## config.mk

```make
export PLATFORM = sky130hd
export DESIGN_NAME = synth_div_ctrl
export DESIGN_NICKNAME = d
export VERILOG_FILES = /design/src/rtl/pll_cfg_pkg.sv /design/src/rtl/cfg_cmd_decode.sv /design/src/rtl/cfg_shadow_regs.sv /design/src/rtl/div_live_state.sv /design/src/rtl/synth_div_ctrl.sv
export SDC_FILE = /design/constraint.sdc
export NUM_CORES = 1
export LEC_CHECK = 0
export ABC_AREA = 1
export BUFFER_PORTS_ARGS = -buffer_cell sky130_fd_sc_hd__buf_2
export CAP_MARGIN = 20
export CORE_MARGIN = 4
export CORE_UTILIZATION = 56
export DETAILED_ROUTE_END_ITERATION = 10
export GPL_TIMING_DRIVEN = 0
export PLACE_DENSITY = 0.82
export SKIP_CTS_REPAIR_TIMING = 1
export SLEW_MARGIN = 15
export SYNTH_ARGS = -nofsm -noshare
export SYNTH_HDL_FRONTEND = slang
export SYNTH_HIERARCHICAL = 1
export SYNTH_SLANG_ARGS = --single-unit
```

## constraint.sdc

```tcl
create_clock -name clk -period 3.3 [get_ports clk]
set_input_delay 0.66 -clock clk [delete_from_list [all_inputs] [get_ports clk]]
set_output_delay 0.66 -clock clk [all_outputs]
set_load 0.02 [all_outputs]
```

## src/rtl/pll_cfg_pkg.sv

```systemverilog
// Package: shared widths, addresses and types for the divider controller.
// Assumes the high register packs the upper M bits, NA, NB, P and the lock
// bit into exactly one data byte.
package pll_cfg_pkg;
    parameter int DW   = 8;
    parameter int AW   = 8;
    parameter int M_W  = 10;
    parameter int NA_W = 3;
    localparam int M_HI_W  = M_W - DW;
    localparam int CFG_W   = M_W + NA_W + 2;
    localparam int N_CMD   = 4;

    localparam logic [AW-1:0] ADDR_M_LO = 8'h00;
    localparam logic [AW-1:0] ADDR_M_HI = 8'h01;
    localparam logic [AW-1:0] ADDR_CMD  = 8'hF0;

    typedef struct packed {
        logic [M_W-1:0]  m;
        logic [NA_W-1:0] na;
        logic            nb;
        logic            p;
    } div_cfg_t;

    typedef struct packed {
        logic inc;
        logic dec;
        logic load;
        logic get;
    } cmd_t;
endpackage

```

## src/rtl/cfg_cmd_decode.sv

```systemverilog
// Module: cfg_cmd_decode
// Turns a bus write into register write enables and one-hot command pulses.
// Assumes only the low nibble of a command byte matters. It suppresses
// every write while the block is in parallel mode.
module cfg_cmd_decode
    import pll_cfg_pkg::*;
(
    input  logic          clk,
    input  logic          rst_n,
    input  logic          bus_wr,
    input  logic [AW-1:0] bus_addr,
    input  logic [3:0]    cmd_nibble,
    input  logic          serial_mode,
    output logic          wr_lo,
    output logic          wr_hi,
    output cmd_t          cmd
);
    logic             wr_ok;
    logic             cmd_hit;
    logic [N_CMD-1:0] op_vec;

    // qualify writes by mode
    assign wr_ok   = bus_wr && serial_mode;
    assign wr_lo   = wr_ok && (bus_addr == ADDR_M_LO);
    assign wr_hi   = wr_ok && (bus_addr == ADDR_M_HI);
    assign cmd_hit = wr_ok && (bus_addr == ADDR_CMD);

    // one comparator per one-hot opcode
    for (genvar i = 0; i < N_CMD; i++) begin : g_op
        assign op_vec[i] = cmd_hit && (cmd_nibble == 4'(1 << i));
    end

    // map opcode bits to named commands
    always_comb begin
        cmd.inc  = op_vec[0];
        cmd.dec  = op_vec[1];
        cmd.load = op_vec[2];
        cmd.get  = op_vec[3];
    end

    assert_cmd_onehot_R8: assert property (@(posedge clk) disable iff (!rst_n)
        $onehot0({cmd.inc, cmd.dec, cmd.load, cmd.get}));
    assert_cmd_parallel_quiet_R9: assert property (@(posedge clk) disable iff (!rst_n)
        !serial_mode |-> !(wr_lo || wr_hi || cmd.inc || cmd.dec || cmd.load || cmd.get));
endmodule

```

## src/rtl/cfg_shadow_regs.sv

```systemverilog
// Module: cfg_shadow_regs
// Holds the two staged configuration registers. In parallel mode they track
// the pins. In serial mode they take bus writes or a capture of the live
// dividers. Assumes the decoder never asserts capture and a write together.
module cfg_shadow_regs
    import pll_cfg_pkg::*;
(
    input  logic          clk,
    input  logic          rst_n,
    input  logic          serial_mode,
    input  logic          wr_lo,
    input  logic          wr_hi,
    input  logic [DW-1:0] wdata,
    input  logic          get,
    input  logic          step_m,
    input  div_cfg_t      live,
    input  div_cfg_t      pins,
    output div_cfg_t      shadow
);
    // shadow register update
    always_ff @(posedge clk) begin
        if (!rst_n) begin
            shadow <= '0;
        end else if (!serial_mode) begin
            shadow <= pins;
        end else if (get) begin
            shadow <= live;
        end else begin
            if (wr_lo) shadow.m[DW-1:0] <= wdata;
            if (wr_hi) {shadow.m[M_W-1:DW], shadow.na, shadow.nb, shadow.p} <= wdata[DW-1:1];
        end
    end

    assert_lo_write_R2: assert property (@(posedge clk) disable iff (!rst_n)
        (serial_mode && wr_lo) |=> shadow.m[DW-1:0] == $past(wdata));
    assert_step_keeps_regs_R5: assert property (@(posedge clk) disable iff (!rst_n)
        (serial_mode && step_m) |=> $stable(shadow));
    assert_get_copies_R7: assert property (@(posedge clk) disable iff (!rst_n)
        (serial_mode && get) |=> shadow == $past(live));
    assert_parallel_track_R9: assert property (@(posedge clk) disable iff (!rst_n)
        !serial_mode |=> shadow == $past(pins));
endmodule

```

## src/rtl/div_live_state.sv

```systemverilog
// Module: div_live_state
// Holds the live divider state and selects the divider outputs. The pins
// drive the outputs directly in parallel mode, and the live state drives
// them in serial mode. Assumes no range check is wanted: M steps wrap.
module div_live_state
    import pll_cfg_pkg::*;
(
    input  logic     clk,
    input  logic     rst_n,
    input  logic     serial_mode,
    input  cmd_t     cmd,
    input  div_cfg_t shadow,
    input  div_cfg_t pins,
    output div_cfg_t live_q,
    output div_cfg_t div_out
);
    // live divider update
    always_ff @(posedge clk) begin
        if (!rst_n) begin
            live_q <= '0;
        end else if (!serial_mode) begin
            live_q <= pins;
        end else if (cmd.load) begin
            live_q <= shadow;
        end else if (cmd.inc) begin
            live_q.m <= live_q.m + M_W'(1);
        end else if (cmd.dec) begin
            live_q.m <= live_q.m - M_W'(1);
        end
    end

    // output source select, immediate on mode change
    assign div_out = serial_mode ? live_q : pins;

    assert_inc_wrap_R6: assert property (@(posedge clk) disable iff (!rst_n)
        (serial_mode && cmd.inc) |=> live_q.m == M_W'($past(live_q.m) + 1));
    assert_dec_wrap_R6: assert property (@(posedge clk) disable iff (!rst_n)
        (serial_mode && cmd.dec) |=> live_q.m == M_W'($past(live_q.m) - 1));
    assert_load_copies_R4: assert property (@(posedge clk) disable iff (!rst_n)
        (serial_mode && cmd.load) |=> live_q == $past(shadow));
    assert_idle_hold_R4: assert property (@(posedge clk) disable iff (!rst_n)
        (serial_mode && !(cmd.load || cmd.inc || cmd.dec)) |=> $stable(live_q));
    assert_enter_serial_R10: assert property (@(posedge clk) disable iff (!rst_n)
        ($past(rst_n) && $rose(serial_mode)) |-> live_q == $past(pins));
endmodule

```

## src/rtl/synth_div_ctrl.sv

```systemverilog
// Module: synth_div_ctrl (top)
// Register-bus front of the synthesizer divider configuration. It ties the
// decoder, the shadow registers and the live divider state together and
// builds the read multiplexer. Assumes a single-cycle write strobe and
// combinational reads gated by the read strobe.
module synth_div_ctrl
    import pll_cfg_pkg::*;
(
    input  logic        clk,
    input  logic        rst_n,
    input  logic [7:0]  bus_addr,
    input  logic [7:0]  bus_wdata,
    input  logic        bus_wr,
    input  logic        bus_rd,
    output logic [7:0]  bus_rdata,
    input  logic        serial_mode,
    input  logic        pll_locked,
    input  logic [9:0]  pin_m,
    input  logic [2:0]  pin_na,
    input  logic        pin_nb,
    input  logic        pin_p,
    output logic [9:0]  div_m,
    output logic [2:0]  div_na,
    output logic        div_nb,
    output logic        div_p
);
    div_cfg_t      pins;
    div_cfg_t      shadow;
    div_cfg_t      live_q;
    div_cfg_t      div_out;
    div_cfg_t      rd_src;
    cmd_t          cmd;
    logic          wr_lo;
    logic          wr_hi;
    logic [DW-1:0] rd_mux;

    // gather pin inputs into one configuration word
    always_comb begin
        pins.m  = pin_m;
        pins.na = pin_na;
        pins.nb = pin_nb;
        pins.p  = pin_p;
    end

    cfg_cmd_decode u_decode (
        .clk         (clk),
        .rst_n       (rst_n),
        .bus_wr      (bus_wr),
        .bus_addr    (bus_addr),
        .cmd_nibble  (bus_wdata[3:0]),
        .serial_mode (serial_mode),
        .wr_lo       (wr_lo),
        .wr_hi       (wr_hi),
        .cmd         (cmd)
    );

    cfg_shadow_regs u_regs (
        .clk         (clk),
        .rst_n       (rst_n),
        .serial_mode (serial_mode),
        .wr_lo       (wr_lo),
        .wr_hi       (wr_hi),
        .wdata       (bus_wdata),
        .get         (cmd.get),
        .step_m      (cmd.inc || cmd.dec),
        .live        (live_q),
        .pins        (pins),
        .shadow      (shadow)
    );

    div_live_state u_live (
        .clk         (clk),
        .rst_n       (rst_n),
        .serial_mode (serial_mode),
        .cmd         (cmd),
        .shadow      (shadow),
        .pins        (pins),
        .live_q      (live_q),
        .div_out     (div_out)
    );

    // read source: pins in parallel mode, shadows in serial mode
    assign rd_src = serial_mode ? shadow : pins;

    // read address decode
    always_comb begin
        unique case (bus_addr)
            ADDR_M_LO: rd_mux = rd_src.m[DW-1:0];
            ADDR_M_HI: rd_mux = {rd_src.m[M_W-1:DW], rd_src.na, rd_src.nb, rd_src.p, pll_locked};
            default:   rd_mux = '0;
        endcase
    end

    // read strobe gating
    assign bus_rdata = bus_rd ? rd_mux : '0;

    // drive divider outputs
    assign div_m  = div_out.m;
    assign div_na = div_out.na;
    assign div_nb = div_out.nb;
    assign div_p  = div_out.p;

    assert_lock_bit_R3: assert property (@(posedge clk) disable iff (!rst_n)
        (bus_rd && bus_addr == ADDR_M_HI) |-> bus_rdata[0] == pll_locked);
    assert_unmapped_zero_R11: assert property (@(posedge clk) disable iff (!rst_n)
        (bus_addr != ADDR_M_LO && bus_addr != ADDR_M_HI) |-> bus_rdata == '0);
    assert_parallel_outputs_R9: assert property (@(posedge clk) disable iff (!rst_n)
        !serial_mode |-> (div_m == pin_m && div_na == pin_na && div_nb == pin_nb && div_p == pin_p));
endmodule

```

# After elaboration in Yosys (flattened, before gate mapping)
# Index checks and enable logic that the tools add are counted.
[totals] ff_bits=30 out_inout_bits=23 word_cells=44
[op_classes] add_sub_neg=2 eq_ne=10 n_mux=14 n_reduce_logical=9
[op_table] op="15-bit two-way mux" n=5
[op_table] op="10-bit two-way mux" n=3
[op_table] op="8-bit two-way mux" n=2
[op_table] op="8-bit case mux with 2 select lines" n=1
[op_table] op="10-bit by 1-bit adder with 10-bit output (second input constant)" n=1
[op_table] op="5-bit two-way mux" n=2
[op_table] op="10-bit by 1-bit subtractor with 10-bit output (second input constant)" n=1
[op_table] op="8-bit by 1-bit == test with 1-bit output (second input constant)" n=1
[op_table] op="8-bit == test (second input constant)" n=1
[op_table] op="1-bit logical AND" n=8
[op_table] op="8-bit logical NOT" n=1
[op_table] op="3-bit by 1-bit inequality test with 1-bit output (second input constant)" n=2
[op_table] op="4-bit by 1-bit == test with 1-bit output (second input constant)" n=1
[op_table] op="4-bit by 2-bit == test with 1-bit output (second input constant)" n=1
[op_table] op="4-bit by 3-bit == test with 1-bit output (second input constant)" n=1
[op_table] op="4-bit == test (second input constant)" n=1
[op_table] op="4-bit by 1-bit inequality test with 1-bit output (second input constant)" n=1
[op_table] op="2-bit two-way mux" n=1
[op_table] op="2-bit by 1-bit inequality test with 1-bit output (second input constant)" n=1

# Depth between registers and ports, before layout
# Gate-level depths: netlist (run 1).
[depth] depth_word=7 mapped_depth=16

# Modules after synthesis
# Netlist (run 1), hierarchy kept.
[modules_own_cells] mod="div_live_state" instances=1 cells_each=229 area_per_inst_um2=1348.8 seq_area_each_um2=300.3
[modules_own_cells] mod="cfg_shadow_regs" instances=1 cells_each=157 area_per_inst_um2=982.2 seq_area_each_um2=300.3
[modules_own_cells] mod="synth_div_ctrl" instances=1 cells_each=88 area_per_inst_um2=380.4 seq_area_each_um2=0.0
[modules_own_cells] mod="cfg_cmd_decode" instances=1 cells_each=33 area_per_inst_um2=138.9 seq_area_each_um2=0.0

# Worst setup path before layout (run 1)
# No wires, ideal clock.
[synth_path] path_kind="input to register" from="input bus_addr[1]" to="register u_live/live_q[10] (netlist name)" setup_ns=0.119 arrival_time_ns=2.541 required_ns=3.181 path_slack_ns=0.640 cell_stages=12 path_buffers=0 cell_sequence="nor2_1 > nand2_2 > nor3_1 > inv_1 > ha_1 > or2_1 > nand3_1 > a21oi_1 > nor2_1 > nand2_1 > nand2_1 > a21oi_1"
[synth_lines] item="from (decl)" line="synth_div_ctrl.sv:11" text="input logic [7:0] bus_addr,"

==> results.md, run 1 <==
* Flop pwr share at between 30% and 40%
* Sw Share at ~36%
* Die W at 79.3 um
* Crit path launch type: input port
* Worst EP required at 3480 ps
* IO Pins at 60
* Peak Freq at between 300 and 400 MHz
* Worst min path class: reg2reg
* CTS tree: yes
* Final Hold Viols at 0
* Tot Pwr at 0.00116 W
* P_sw at between 0.0004 and 0.0005 W
* GRT Total Usage at between 30% and 40%
* Critical Path Sink Type: flop
* Crit-path cells: buf_2 > nand2_1 > inv_1 > nand2_1 > nor3_2 > inv_1 > ha_1 > nand2_1 > inv_1 > a21oi_1 > nand3_1 > nand2_1 > nand3_1 > nand2_1 > a21oi_1
* Post-layout min period at ~2800 ps
* GRT overflow at 0
* Syn Nets at roughly 550
* Vias at between 3000 and 4000
* First-pass GRT wire length at between 15 and 20 mm
* PortBufs at 59
* Combinational share of power at a little under a third
* Clk pwr share at approximately a third
* Initial antenna violation count at 0
* Setup repair after global routing missed its margin: no
* Routed vias/inst at around 5.6
* Nets@finish at 618
* FF-to-FF setup slack at roughly 1500 ps
* Hold Path Cell Cnt at 4
* Share of post-route cells with drive strength above 1 at roughly a fifth
* Syn Inst Count at slightly above 500
* R2R depth at 10
* ANT cells at 0
* Critical R2R Launch: u_live/live_q[5]
* Commonest non-fill, non-tap cell in the layout: nand2_1
* Worst-path fanout max at 12
* TNS Setup at 0 ps
* Internal power at 0.000747 W
* Synthesized area at approximately 2800 sq um
* Crit-path max cell delay at a little over 400 ps
* Core region area at 4820 sq um
* Leakage at between 1.5 and 2 nW
* CTS clk-pin slew, worst paths at roughly 60 ps
* Maximum vdd ir drop at between 0.0002 and 0.00025 V
* RePlAce Congestion at 0.925
* Skew-Pair Late Insertion Delay at just under 300 ps
* Setup CP Type: in2reg
* Die height at 79.3 um
* Wirelength per Cell at 14.7 um
* Max H-tree Level at 2
* Final worst-path cycle share at a little under nine tenths
* Max Cap Viol at 0
* Drt drc at 0
* Worst Skew at 6.93 ps
* CTS max path bufs at 2
* Largest net degree at the start of global routing at 13
* Layout area overhead at 17.3%
* Clock sinks at 30
* Antenna viol nets, final at 0
* Root buf cell: clkbuf_8
* Slowest library cell on the worst path: ha_1
* Ys Warns at 6
* Final Max Tran Viols at 0
* Avg Cell Area, Syn at between 5 and 6 sq um
* DIE AREA at ~6300 sq um
* Row count at 25
* Worst min-delay path startpoint: u_regs/shadow[12]
* Status: completed
* Hpwl dp at approximately 7.1 mm
* Vias in the first global route at about 3200
* DR pass1 iterations at 7
* Most used cell, CP: nand2_1
* DRT iter0 DRCs at ~410
* PD cells at about 350 nW/um^2
* Initial Utilization at between 50 and 60%
* Routed wire length at 9.43 mm
* RR Endpoint: u_live/live_q[11]
* Total CTS buffers at 5
* Most frequent cells in the layout: nand2_1, buf_2, inv_1
* Worst Max-Slew Pin Slew at just under 600 ps
* CP startpoint: serial_mode
* Hold Path End: u_regs/shadow[12]
* Rel. slew slack at between 60% and 70%
* # setup viols final at 0
* Worst path arrival time at ~3000 ps
==> sequential cells by signal (all words and copies together), names as in the netlist <==
register	flops
u_live/live_q	15
u_regs/shadow	15
==> worst max-delay path by stage <==
stage | to | slack [ps] | depth (start not counted)
2_1_floorplan | u_live/live_q[10] | 680 | 12
3_3_place_gp | u_live/live_q[12] | 10 | 13
3_5_place_dp | u_live/live_q[12] | 7 | 13
4_1_cts | u_live/live_q[10] | 310 | 15
5_1_grt | u_live/live_q[12] | 200 | 14
6_report | u_live/live_q[14] | 460 | 15
==> power groups by stage <==
stage / logic (W) / clock network, W / registers (W)
global placement: 0.000347 / 0 / 0.000424
CTS: 0.000360 / 0.000378 / 0.000416
floorplan: 0.000252 / 0 / 0.000416
finish: 0.000367 / 0.000377 / 0.000417
global route: 0.000409 / 0.000394 / 0.000420
detailed placement: 0.000357 / 0 / 0.000424
==> final cells by class <==
cell class / instances / area, sq um
clock inverters: 3 / 40.0
clock buffers: 5 / 68.8
plain buffers: 19 / 111
repair buffers: 59 / 295
multi-input cells: 388 / 1880
well taps: 67 / 83.8
fillers: 486 / 1480
inverters: 69 / 259
flip-flops and latches: 30 / 601
==> per-stage QoR <==
step	cells	setup WS (ps)	hold WS, ps	util, %	area [sq um]
5_1_grt	640	203	598	69.3	3340
2_1_floorplan	506	682	511	-	2840
6_report	640	463	569	69.3	3340
3_3_place_gp	632	11.4	548	66.9	3220
3_5_place_dp	632	6.53	556	66.9	3220
4_1_cts	640	308	569	69.2	3330
==> routing by layer <==
| metal | GRT usage [%] | wire, um |
|---|---|---|
| met5 | 0 | 0 |
| met3 | 5.33 | 984 |
| met1 | 41.0 | 4010 |
| met4 | 11.2 | 261 |
| met2 | 48.0 | 4180 |
==> worst max-delay path: cells and delay by family <==
family	cells	cell delay [ps]
simple gates	8	1000
compound gates	2	260
buf+inv	4	660
fa+ha+maj	1	410
No activity file was read; power rests on OpenSTA's default activity.
==> run 2: changes to the inputs <==
--- a/config.mk
+++ b/config.mk
@@ -9,10 +9,11 @@
 export BUFFER_PORTS_ARGS = -buffer_cell sky130_fd_sc_hd__buf_2
 export CAP_MARGIN = 20
 export CORE_MARGIN = 4
-export CORE_UTILIZATION = 56
+export CORE_UTILIZATION = 57
+export CTS_BUF_LIST = sky130_fd_sc_hd__clkbuf_4 sky130_fd_sc_hd__clkbuf_8
 export DETAILED_ROUTE_END_ITERATION = 10
 export GPL_TIMING_DRIVEN = 0
-export PLACE_DENSITY = 0.82
+export PLACE_DENSITY_LB_ADDON = 0.25
 export SKIP_CTS_REPAIR_TIMING = 1
 export SLEW_MARGIN = 15
 export SYNTH_ARGS = -nofsm -noshare
==> constraint.sdc (replaced) <==
create_clock -name clk -period 2.95 [get_ports clk]
set_input_delay 0.59 -clock clk [delete_from_list [all_inputs] [get_ports clk]]
set_output_delay 0.59 -clock clk [all_outputs]
set_load 0.02 [all_outputs]
==> results.md, run 2 (synthesized netlist as in run 1, its figures left out) <==
* Crit-path cells: buf_2 > nand2_1 > inv_1 > nand2_1 > nor3_4 > inv_1 > ha_1 > a21oi_2 > nor2_1 > nor2_1 > a21oi_1 > o21ai_1 > a21oi_1
* Die W at 78.6 um (-0.79%)
* Worst min-delay path startpoint: u_regs/shadow[4]
* DIE AREA at 6180 sq um (-1.6%)
* Final Hold Viols at 0 (unchanged)
* Hpwl dp at 6.96 mm (-1.4%)
* Maximum vdd ir drop at 0.000362 V (+64%)
* CTS clk-pin slew, worst paths at 80 ps (+20 ps)
* CTS tree: yes
* Biggest regs: u_live/live_q (15), u_regs/shadow (15)
* Crit path launch type: input port
* Initial antenna violation count at 0 (unchanged)
* Die height at 78.6 um (-0.79%)
* Status: completed
* TNS Setup at 0 ps (unchanged)
* Buf/Inv on CP at 3 (-1)
* Worst Max-Slew Pin Slew at 575 ps (-14.5 ps)
* Critical R2R Launch: u_live/live_q[5]
* Drt drc at 0 (unchanged)
* Routed vias/inst at 5.74 (+2.2%)
* DRT iter0 DRCs at 420 (+3.4%)
* RR Endpoint: u_live/live_q[11]
* Setup repair after global routing missed its margin: no
* Peak Freq at between 300 and 400 MHz
* Clock sinks at 30 (unchanged)
* Worst min path class: reg2reg
* Fill cells at 456 (-6.2%)
* PD cells at 388 nW/um^2 (+12%)
* Fin util at 69.9% (+0.58 points)
* Post-layout min period at 2650 ps
* Max H-tree Level at 2 (unchanged)
* GRT overflow at 0 (unchanged)
* Final worst-path cycle share at between 80% and 90%
* Total CTS buffers at 5 (unchanged)
* Max Cap Viol at 0 (unchanged)
* FF-to-FF setup slack at 1060 ps (-390 ps)
* Share of post-route cells with drive strength above 1 at 19.5% (unchanged)
* Row count at 25 (unchanged)
* Critical Path Sink Type: flop
* Commonest non-fill, non-tap cell in the layout: nand2_1
* CP delay by family, top: simple AND/OR/NAND/NOR gates
* # setup viols final at 0 (unchanged)
* RePlAce Congestion at 0.951 (+2.8%)
* Leakage at 1.78 nW (+0.82%)
* First-pass GRT wire length at 14.6 mm (-2.6%)
* Vias at 3676 (+2.2%)
* Crit-path max cell delay at 420 ps (about the same)
* Vias in the first global route at 3245 (+0.62%)
* PortBufs at 59 (unchanged)
* IO Pins at 60 (unchanged)
* Worst-path fanout max at 12 (unchanged)
* Hold Path Cell Cnt at 4 (unchanged)
* Core region area at 4790 sq um (-0.65%)
* Rel. slew slack at 61.7% (+0.97 points)
* Hold slack at 570 ps (+0.455 ps)
* Nets@finish at 618 (unchanged)
* Hold Path End: u_regs/shadow[4]
* Worst Skew at 13.3 ps (+6.32 ps)
* Wirelength per Cell at 14.5 um (-1.3%)
* DR pass1 iterations at 6 (-1)
* Slowest library cell on the worst path: ha_1
* Most frequent cells in the layout: nand2_1, buf_2, inv_1
* CTS max path bufs at 2 (unchanged)
* Largest net degree at the start of global routing at 13 (unchanged)
* Worst path arrival time at 2810 ps (-200 ps)
* Final Max Tran Viols at 0 (unchanged)
* Setup CP Type: in2reg
* Antenna viol nets, final at 0 (unchanged)
* Routed wire length at 9.31 mm (-1.3%)
* Skew-Pair Late Insertion Delay at 290 ps (about the same)
* Root buf cell: clkbuf_8
* GRT Total Usage at 29.5% (-0.79 points)
* ANT cells at 0 (unchanged)
* Worst EP required at 3110 ps (-370 ps)
* Initial Utilization at 59.4% (+0.39 points)
* R2R depth at 10 (unchanged)
* Layout area overhead at 17.6%
==> run 2: changes by cell type in the layout (fill, tap and decap cells not counted) <==
cell	before	now
nor3_2	1	0
nor3_4	0	1
==> run 2: worst max-delay path by stage <==
stage	from	endpoint	slack, ps	cells after the start
6_report	serial_mode	u_live/live_q[12]	300	13
5_1_grt	serial_mode	u_live/live_q[12]	60	14
2_1_floorplan	bus_addr[1]	u_live/live_q[10]	400	12
3_3_place_gp	serial_mode	u_live/live_q[12]	-260	13
3_5_place_dp	serial_mode	u_live/live_q[12]	-300	13
4_1_cts	serial_mode	u_live/live_q[12]	-10	13
==> run 2: cell type report <==
cell class                      count  area [sq um]  share of cell area, %
Multi-Input combinational cell    388          1880                   56.4
Sequential cell                    30           601                   18.0
Timing Repair Buffer               59           295                   8.83
Inverter                           69           259                   7.75
Buffer                             19           111                   3.33
Tap cell                           67          83.8                   2.51
Clock buffer                        5          68.8                   2.06
Clock inverter                      3          40.0                   1.20
==> run 2: routing by layer <==
layer | part of all wire, % | GRT usage [%] | up-vias
met4 | 3.8 | 13.6 | 0
li1 | - | - | 1755
met1 | 40 | 37.7 | 1616
met3 | 13 | 4.70 | 44
met5 | 0 | 0 | -
met2 | 44 | 48.5 | 261
==> run 2: metrics by stage <==
stage               total power (W)  instance area (sq um)  std cells  worst slack, ps
floorplan                  0.000746                   2840        506              402
global placement           0.000861                   3220        632             -260
detailed placement         0.000873                   3220        632             -302
CTS                         0.00129                   3330        640            -11.0
global route                0.00136                   3340        640             58.0
finish                      0.00130                   3340        640              299
==> run 2: where the power goes <==
part / total [W] / switching, W / internal (W)
combinational: 0.000410 / 0.000260 / 0.000150
sequential: 0.000466 / 0.0000293 / 0.000437
clock: 0.000420 / 0.000172 / 0.000249
total: 0.00130 / 0.000461 / 0.000836
==> run 2: worst reg2reg max path, stage by stage (launching register included) <==
cell      delay [ps]
dfxtp_1          430
inv_1            120
fa_1             440
nand3b_1         170
nand2_1          160
nand3_1          110
nand2_1           70
nand2_1           40
nand3_1           60
nand2_1           60
a21oi_1          140
==> run 3: changes to the inputs <==
--- a/config.mk
+++ b/config.mk
@@ -9,7 +9,7 @@
 export BUFFER_PORTS_ARGS = -buffer_cell sky130_fd_sc_hd__buf_2
 export CAP_MARGIN = 20
 export CORE_MARGIN = 4
-export CORE_UTILIZATION = 57
+export CORE_UTILIZATION = 56
 export CTS_BUF_LIST = sky130_fd_sc_hd__clkbuf_4 sky130_fd_sc_hd__clkbuf_8
 export DETAILED_ROUTE_END_ITERATION = 10
 export GPL_TIMING_DRIVEN = 0
@@ -18,5 +18,4 @@
 export SLEW_MARGIN = 15
 export SYNTH_ARGS = -nofsm -noshare
 export SYNTH_HDL_FRONTEND = slang
-export SYNTH_HIERARCHICAL = 1
 export SYNTH_SLANG_ARGS = --single-unit
==> results.md, run 3 <==
* Layout area overhead at 17.5% (about the same)
* DR pass1 iterations at 5 (-1)
* Hold slack at 467 ps (-103 ps)
* ANT cells at 0 (unchanged)
* DRT iter0 DRCs at 262 (-38%)
* Max Cap Viol at 0 (unchanged)
* Dpl cells at 507 (-20%)
* DIE AREA at 5610 sq um (-9.3%)
* RR Endpoint: u_live.live_q[13]
* Sw Share at 36.3% (+0.73 points)
* Internal power at 0.000740 W (-11%)
* Nets@finish at 508 (-18%)
* P_sw at 0.000421 W (-8.6%)
* Vias in the first global route at 2631 (-19%)
* Maximum vdd ir drop at 0.000213 V (-41%)
* Syn Inst Count at 396 (-22%)
* Antenna viol nets, final at 0 (unchanged)
* Die W at 74.9 um (-4.8%)
* Largest net degree at the start of global routing at 12 (-1)
* Core region area at 4350 sq um (-9.0%)
* Most frequent cells in the layout: nand2_1, buf_2, nor2_1
* Top post-synthesis cells by area: dfxtp_1, nand2_1, nor2_1
* GRT Total Usage at 27.4% (-2.1 points)
* Hold Path Cell Cnt at 2 (-2)
* Peak Freq at 371 MHz (-1.7%)
* First-pass GRT wire length at 11.9 mm (-19%)
* Ys Warns at 0 (-6)
* Fill cells at 394 (-14%)
* GRT overflow at 0 (unchanged)
* Synth top area share at 24.0%
* Commonest non-fill, non-tap cell in the layout: nand2_1
* Post-synth ARST share at 0%
* Worst Max-Slew Pin Slew at 562 ps (-13.0 ps)
* Initial Utilization at 57.5% (-1.9 points)
* Flop pwr share at 39.6% (+3.6 points)
* Post-synth cell types at 37
* Final Hold Viols at 0 (unchanged)
* Final Max Tran Viols at 0 (unchanged)
* Post-layout min period at 2700 ps (+46.0 ps)
* Leakage at 1.55 nW (-13%)
* Clock sinks at 30 (unchanged)
* Critical R2R Launch: u_live.live_q[5]
* Synthesized area at 2500 sq um (-12%)
* FF-to-FF setup slack at 890 ps (-170 ps)
* Biggest regs: u_live.live_q (15), u_regs.shadow (15)
* Hold Path End: u_regs.shadow[6]
* Wirelength per Cell at 14.2 um (-2.1%)
* Crit-path max cell delay at 420 ps (about the same)
* Worst Skew at 4.20 ps (-9.06 ps)
* Status: completed
* # setup viols final at 0 (unchanged)
* Worst path arrival time at 2110 ps (-700 ps)
* Share of post-route cells with drive strength above 1 at 24.0% (+4.5 points)
* Register area share after synthesis at 24.0%
* Crit path launch type: input port
* Row count at 24 (-4.0%)
* Most frequent cell after synthesis: nand2_1
* Setup repair after global routing missed its margin: no
* Avg Cell Area, Syn at 6.33 sq um (+13%)
* Fin util at 67.6% (-2.2 points)
* CTS max path bufs at 2 (unchanged)
* Worst EP required at 2360 ps (-750 ps)
* Skew-Pair Late Insertion Delay at 280 ps (about the same)
* CTS clk-pin slew, worst paths at 70 ps (about the same)
* Routed wire length at 7.32 mm (-21%)
* Post-synth EDFFs at 0
* RePlAce Congestion at 0.911 (-4.2%)
* Worst min-delay path startpoint: u_regs.shadow[6]
* Crit-path cells: buf_2 > buf_4 > inv_1 > clkbuf_1 > nand2_1 > nand2_1 > nand2_1 > a21oi_1 > buf_2
* #FFs+latches synth at 30
* R2R depth at 8 (-2)
* Slowest library cell on the worst path: clkbuf_1
* PortBufs at 59 (unchanged)
* Critical Path Sink Type: output port
* Root buf cell: clkbuf_8
* Combinational share of power at 33.0% (+1.4 points)
* Syn Nets at 442 (-20%)
* Worst min path class: reg2reg
* Synth area leader: dfxtp_1
* PD cells at 394 nW/um^2 (+1.7%)
* Tot Pwr at 0.00116 W (-10%)
* TNS Setup at 0 ps (unchanged)
* Post-synth top cells: nand2_1, nor2_1, dfxtp_1
* Ys flop type: dfxtp_1
* Max H-tree Level at 2 (unchanged)
* Hpwl dp at 5.66 mm (-19%)
* Final worst-path cycle share at 91.4% (+1.6 points)
* Setup CP Type: in2out
* IO Pins at 60 (unchanged)
* Die height at 74.9 um (-4.8%)
* Total CTS buffers at 5 (unchanged)
* Drt drc at 0 (unchanged)
* Routed vias/inst at 5.60 (-2.5%)
* Final Non-Filler Cells at 514 (-20%)
* Clk pwr share at 27.4% (-5.0 points)
* CTS tree: yes
* Most used cell, CP: nand2_1
* Worst-path fanout max at 10 (-2)
* Rel. slew slack at 62.5% (+0.87 points)
* Vias at 2878 (-22%)
* Initial antenna violation count at 0 (unchanged)
[run 3: logic make-up (layout without fill, tap and decap cells)]
group	Yosys count	in the layout	share of synthesized area, %
AOI/OAI and AO/OA	83	83	20.0
xor gates and xnor gates	4	4	1.40
adders and majority gates	9	9	4.80
buffers and inverters	42	108	8.49
DFF	30	30	24.0
and+or+nand+nor	228	228	41.3
[run 3: worst max-delay path by stage]
| stage | startpoint | end | slack [ps] | depth (start not counted) |
|---|---|---|---|---|
| after floorplan | bus_addr[1] | u_live.live_q[13] | 600 | 12 |
| after global placement | bus_addr[1] | u_live.live_q[13] | 200 | 13 |
| after detailed placement | bus_addr[3] | u_live.live_q[13] | 140 | 13 |
| after CTS | serial_mode | bus_rdata[2] | 290 | 9 |
| after global routing | serial_mode | bus_rdata[2] | 60 | 9 |
| final | serial_mode | bus_rdata[6] | 250 | 9 |
[run 3: power groups by stage]
stage / clock network (W) / logic, W / registers [W]
3_5_place_dp: 0 / 0.000377 / 0.000468
5_1_grt: 0.000329 / 0.000430 / 0.000463
6_report: 0.000318 / 0.000383 / 0.000460
2_1_floorplan: 0 / 0.000275 / 0.000462
4_1_cts: 0.000317 / 0.000380 / 0.000459
3_3_place_gp: 0 / 0.000369 / 0.000467
[run 3: cell type report]
type | count | area (sq um) | share of cell area, %
clock inverter | 2 | 10.0 | 0.340
clock buffer | 5 | 68.8 | 2.34
tap | 52 | 65.1 | 2.21
sequential | 30 | 601 | 20.4
buffer | 13 | 93.8 | 3.19
timing repair buffer | 59 | 295 | 10.0
multi-input combinational | 324 | 1690 | 57.5
inverter | 29 | 119 | 4.04
[run 3: critical path: cells and delay by family]
| kind | cells | cell delay, ps |
|---|---|---|
| simple gates | 3 | 330 |
| buf+inv | 5 | 960 |
| compound gates | 1 | 220 |
[run 3: routing by layer]
metal / track usage (%) / vias up / part of all wire [%]
li1: - / 1427 / -
met1: 36.9 / 1305 / 43
met2: 45.7 / 130 / 46
met3: 3.74 / 16 / 9.0
met4: 8.10 / 0 / 1.6
met5: 0 / - / 0
[run 3: through the flow]
step / cell area, sq um / setup slack [ps]
after floorplan: 2500 / 595
final: 2940 / 253
after global routing: 2940 / 60.2
after CTS: 2940 / 291
after detailed placement: 2870 / 138
after global placement: 2870 / 197
